[config.mk]
export PLATFORM = sky130hd
export DESIGN_NAME = irq_pending_ctrl
export DESIGN_NICKNAME = d
export VERILOG_FILES = /design/src/rtl/ic_pkg.sv /design/src/rtl/ic_capture.sv /design/src/rtl/ic_mask_reg.sv /design/src/rtl/ic_irq_drive.sv /design/src/rtl/irq_pending_ctrl.sv
export SDC_FILE = /design/constraint.sdc
export NUM_CORES = 1
export LEC_CHECK = 0
export ABC_AREA = 1
export BUFFER_PORTS_ARGS = -buffer_cell sky130_fd_sc_hd__buf_2
export CELL_PAD_IN_SITES_DETAIL_PLACEMENT = 1
export CELL_PAD_IN_SITES_GLOBAL_PLACEMENT = 2
export CORE_ASPECT_RATIO = 0.75
export CORE_MARGIN = 2
export CORE_UTILIZATION = 26
export CTS_BUF_LIST = sky130_fd_sc_hd__clkbuf_16
export DETAILED_ROUTE_END_ITERATION = 8
export PLACE_DENSITY_LB_ADDON = 0.05
export SYNTH_ARGS = -nofsm -noshare
export SYNTH_HDL_FRONTEND = slang
export SYNTH_HIERARCHICAL = 1
export SYNTH_SLANG_ARGS = --single-unit
export TNS_END_PERCENT = 10
[constraint.sdc]
create_clock -name clk_i -period 2.4 [get_ports clk_i]
set_input_delay 0.72 -clock clk_i [delete_from_list [all_inputs] [get_ports clk_i]]
set_output_delay 0.72 -clock clk_i [all_outputs]
set_load 0.01 [all_outputs]
[src/rtl/ic_pkg.sv]
package ic_pkg;
  localparam int unsigned IC_NUM_SRC = 8;

  typedef enum logic [0:0] {
    CAP_ACCUM = 1'b0,
    CAP_CLEAR = 1'b1
  } cap_op_e;
endpackage

[src/rtl/ic_capture.sv]
module ic_capture #(
  parameter int unsigned NUM_SRC = ic_pkg::IC_NUM_SRC
) (
  input  logic               clk_i,
  input  logic               rst_ni,
  input  logic [NUM_SRC-1:0] event_i,
  input  logic               rd_i,
  output logic [NUM_SRC-1:0] req_o
);
  import ic_pkg::*;

  cap_op_e op;

  always_comb begin
    op = rd_i ? CAP_CLEAR : CAP_ACCUM;
  end

  // One request bit and one hidden holding bit per source; no cross-bit logic.
  for (genvar b = 0; b < NUM_SRC; b++) begin : g_bit
    logic req_q;
    logic hold_q;

    always_ff @(posedge clk_i) begin
      if (!rst_ni) begin
        req_q  <= 1'b0;
        hold_q <= 1'b0;
      end else if (op == CAP_CLEAR) begin
        req_q  <= 1'b0;
        hold_q <= hold_q | event_i[b];
      end else begin
        req_q  <= req_q | event_i[b] | hold_q;
        hold_q <= 1'b0;
      end
    end

    assign req_o[b] = req_q;
  end
endmodule

[src/rtl/ic_mask_reg.sv]
module ic_mask_reg #(
  parameter int unsigned NUM_SRC = ic_pkg::IC_NUM_SRC
) (
  input  logic               clk_i,
  input  logic               rst_ni,
  input  logic               we_i,
  input  logic [NUM_SRC-1:0] wdata_i,
  output logic [NUM_SRC-1:0] mask_o
);
  logic [NUM_SRC-1:0] mask_q;

  always_ff @(posedge clk_i) begin
    if (!rst_ni) begin
      mask_q <= '0;
    end else if (we_i) begin
      mask_q <= wdata_i;
    end
  end

  assign mask_o = mask_q;
endmodule

[src/rtl/ic_irq_drive.sv]
module ic_irq_drive #(
  parameter int unsigned NUM_SRC = ic_pkg::IC_NUM_SRC
) (
  input  logic [NUM_SRC-1:0] req_i,
  input  logic [NUM_SRC-1:0] mask_i,
  output logic               oe_o,
  output logic               irq_no
);
  logic [NUM_SRC-1:0] live;

  always_comb begin
    live   = req_i & mask_i;
    oe_o   = |live;
    irq_no = ~oe_o;
  end
endmodule

[src/rtl/irq_pending_ctrl.sv]
module irq_pending_ctrl #(
  parameter int unsigned NUM_SRC = ic_pkg::IC_NUM_SRC
) (
  input  logic               clk_i,
  input  logic               rst_ni,
  input  logic [NUM_SRC-1:0] event_i,
  input  logic               mask_we_i,
  input  logic [NUM_SRC-1:0] mask_wdata_i,
  input  logic               req_rd_i,
  output logic [NUM_SRC-1:0] req_rdata_o,
  output logic [NUM_SRC-1:0] mask_o,
  output logic               irq_oe_o,
  output logic               irq_no
);
  logic [NUM_SRC-1:0] req;
  logic [NUM_SRC-1:0] mask;

  ic_capture #(.NUM_SRC(NUM_SRC)) u_capture (
    .clk_i  (clk_i),
    .rst_ni (rst_ni),
    .event_i(event_i),
    .rd_i   (req_rd_i),
    .req_o  (req)
  );

  ic_mask_reg #(.NUM_SRC(NUM_SRC)) u_mask (
    .clk_i  (clk_i),
    .rst_ni (rst_ni),
    .we_i   (mask_we_i),
    .wdata_i(mask_wdata_i),
    .mask_o (mask)
  );

  ic_irq_drive #(.NUM_SRC(NUM_SRC)) u_drive (
    .req_i (req),
    .mask_i(mask),
    .oe_o  (irq_oe_o),
    .irq_no(irq_no)
  );

  assign req_rdata_o = req;
  assign mask_o      = mask;
endmodule

==> results.sh <==
export IMPL_path_cells="nand2_1, nand2_1, inv_1, nand2_1, nor2_1, buf_2"
export IMPL_nNetsFinal=182
export IMPL_drc_errors=0
export IMPL_cts_sinks=24
export IMPL_max_slew_margin_rel=0.7859
export IMPL_ir_drop_uv=340.3
export IMPL_yosys_cell_types_count=10
export IMPL_rows=19
export IMPL_max_cap_violations=0
export IMPL_gr_total_overflow=0
export IMPL_leakagePower_nw=0.6401
export IMPL_p_per_area_mw_per_mm2=747.1
export IMPL_holdWs_ns=0.4511
export IMPL_num_vias=822
export IMPL_required_ns=1.68
export IMPL_gp_congestion=0.6769
export IMPL_cp_arrival_ns=1.07
export IMPL_finalCritPeriodShare=0.7460
export IMPL_grt_pass1_wl_mm=3.505
export IMPL_cts_tree="done"
export IMPL_grt_start_max_net_pins=17
export IMPL_syn_area_sq_um=958.4
export IMPL_cts_htree_levels=1
export IMPL_die_area_sq_mm=0.004193
export IMPL_rsz0062_at_grt="no"
export IMPL_avgSynthCellArea_sq_um=7.316
export IMPL_max_slew_worst_pin_slew_ns=0.3203
export IMPL_fmax_mhz=558.6
export IMPL_setup_viol=0
export IMPL_postCtsSetupBuffers=0
export IMPL_wire_per_inst_um=10.20
export IMPL_coreArea_sq_mm=0.003590
export IMPL_min_path_type="register to register"
export IMPL_dpl_worst_slack_ns=0.8730
export IMPL_io_pins=38
export IMPL_total_power_mw=0.8834
export IMPL_min_period_ns=1.790
export IMPL_syn_nets=151
export IMPL_syn_to_final_growth_pct=23.37
export IMPL_ys_seq_elements=24
export IMPL_outcome="completed"
export IMPL_die_w_um=74.11
export IMPL_hold_viol=0
export IMPL_fin_worst_skew_ns=0.001199
export IMPL_clk_latency_ns=0.25
export IMPL_drtPass1Iterations=4
export IMPL_clkSlewWorstSetupHoldPaths_ns=0.06
export IMPL_fillerInstances=463
export IMPL_yosysWarnings=6
export IMPL_portBuffers=37
export IMPL_grt_use_total=0.1121
export IMPL_fin_setup_tns_ns=0
export IMPL_worstPathMaxFanout=3
export IMPL_worstSetupPathType="register to primary output"
export IMPL_cpPeakStageDelay_ns=0.33
export IMPL_cts_hold_buf=0
export IMPL_cts_repair_resized=0
export IMPL_wl_mm=2.162
export IMPL_antenna_cells=0
export IMPL_worst_slack_ns=0.6097
export IMPL_cts_made_buffers=3
export IMPL_report_final_slew_viol_count=0
export IMPL_drt_iter0_drc=43
export IMPL_start_util=0.2670
export IMPL_avgViaCountPerCell=3.877
export IMPL_die_y_um=56.58
export IMPL_endpoint_kind="primary output"
export IMPL_crit_top_cell="nand2_1"
export IMPL_grt_antenna_before_repair=0
export IMPL_drtAntennaViolNets=0
export IMPL_critical_path_slowest_cell="dfxtp_1"
export IMPL_cts_buffer_depth=2
export IMPL_cts_root_buf="clkbuf_16"
export IMPL_setup_worst_path_start_class="register"
export IMPL_syn_inst=131
export IMPL_dpl_hpwl_mm=1.754
export IMPL_synth_seq_area_share=0.5013
export IMPL_grt_pass1_vias=843
export IMPL_drive_gt1_frac=0.2625
==> final timing paths <==
check,startpoint,endpoint,slack [ns],depth (start not counted)
worst min register to register,u_capture/g_bit[5].hold_q,u_capture/g_bit[5].hold_q,0.45,2
worst max register to register,u_capture/g_bit[7].hold_q,u_capture/g_bit[7].req_q,1.75,2
worst max-delay path,u_capture/g_bit[2].req_q,irq_no,0.61,6
worst min-delay path,u_capture/g_bit[5].hold_q,u_capture/g_bit[5].hold_q,0.45,2
==> cell usage in the layout, fill, tap and decap left out <==
cell | netlist | layout
buf_2 | 0 | 37
nor2_1 | 34 | 34
nand2_1 | 30 | 30
dfxtp_1 | 24 | 24
inv_1 | 21 | 21
a21oi_1 | 8 | 8
clkbuf_16 | 0 | 3
nand2_2 | 2 | 2
nand3_1 | 1 | 1
==> final cells by class <==
type	count	area (sq um)	area share
flip-flops and latches	24	480.5	0.4064
clock buffers	3	75.07	0.06349
inverters	21	78.83	0.06667
multi-input cells	75	297.8	0.2519
repair buffers	37	185.2	0.1566
well taps	52	65.06	0.05503
==> layer usage <==
metal	vias to the layer above	global-route usage	wire length (um)
met5	-	0	0
met4	0	0.03117	27
met3	2	0.04488	153
met2	22	0.1977	1019
met1	368	0.1226	961
li1	430	-	-
==> cells by family (layout without fill, tap and decap cells) <==
group | count (synthesis) | in the layout | share of synthesized area
buffers and inverters | 32 | 61 | 0.1880
flip-flops | 24 | 24 | 0.5013
AO/OA/AOI/OAI | 8 | 8 | 0.04178
AND/OR/NAND/NOR | 67 | 67 | 0.2689
==> power by group <==
part | leakage (nW) | switching, mW | total (mW) | internal (mW)
clock network | 0.0370 | 0.126 | 0.346 | 0.220
logic | 0.405 | 0.0585 | 0.102 | 0.0432
registers | 0.198 | 0.0141 | 0.436 | 0.422
total | 0.640 | 0.198 | 0.883 | 0.685
==> state kept, by name (all words and copies together) (netlist names) <==
signal / flops
u_capture/g_bit.hold_q: 8
u_capture/g_bit.req_q: 8
u_mask/mask_o: 8
==> cells in the mapped netlist, drive strengths merged <==
cell | number | area, sq um
a21oi | 8 | 40.04
nand2 | 32 | 125.1
nand3 | 1 | 5.000
buf | 11 | 101.4
nor2 | 34 | 127.6
dfxtp | 24 | 480.5
inv | 21 | 78.83
==> per-stage QoR <==
stage	instance area [sq um]	std cells	util
6_report	1182	212	0.3294
5_1_grt	1182	212	0.3294
4_1_cts	1182	212	0.3294
3_5_place_dp	1107	209	0.3085
3_3_place_gp	1107	209	0.3085
2_1_floorplan	958.4	131	-
==> critical path, delay by kind of cell, from the launching register on <==
| family | cells | cell delay [ns] |
|---|---|---|
| DFF | 1 | 0.33 |
| and+or+nand+nor | 4 | 0.29 |
| buffers and inverters | 2 | 0.21 |
(Power assumes the default switching activity.)
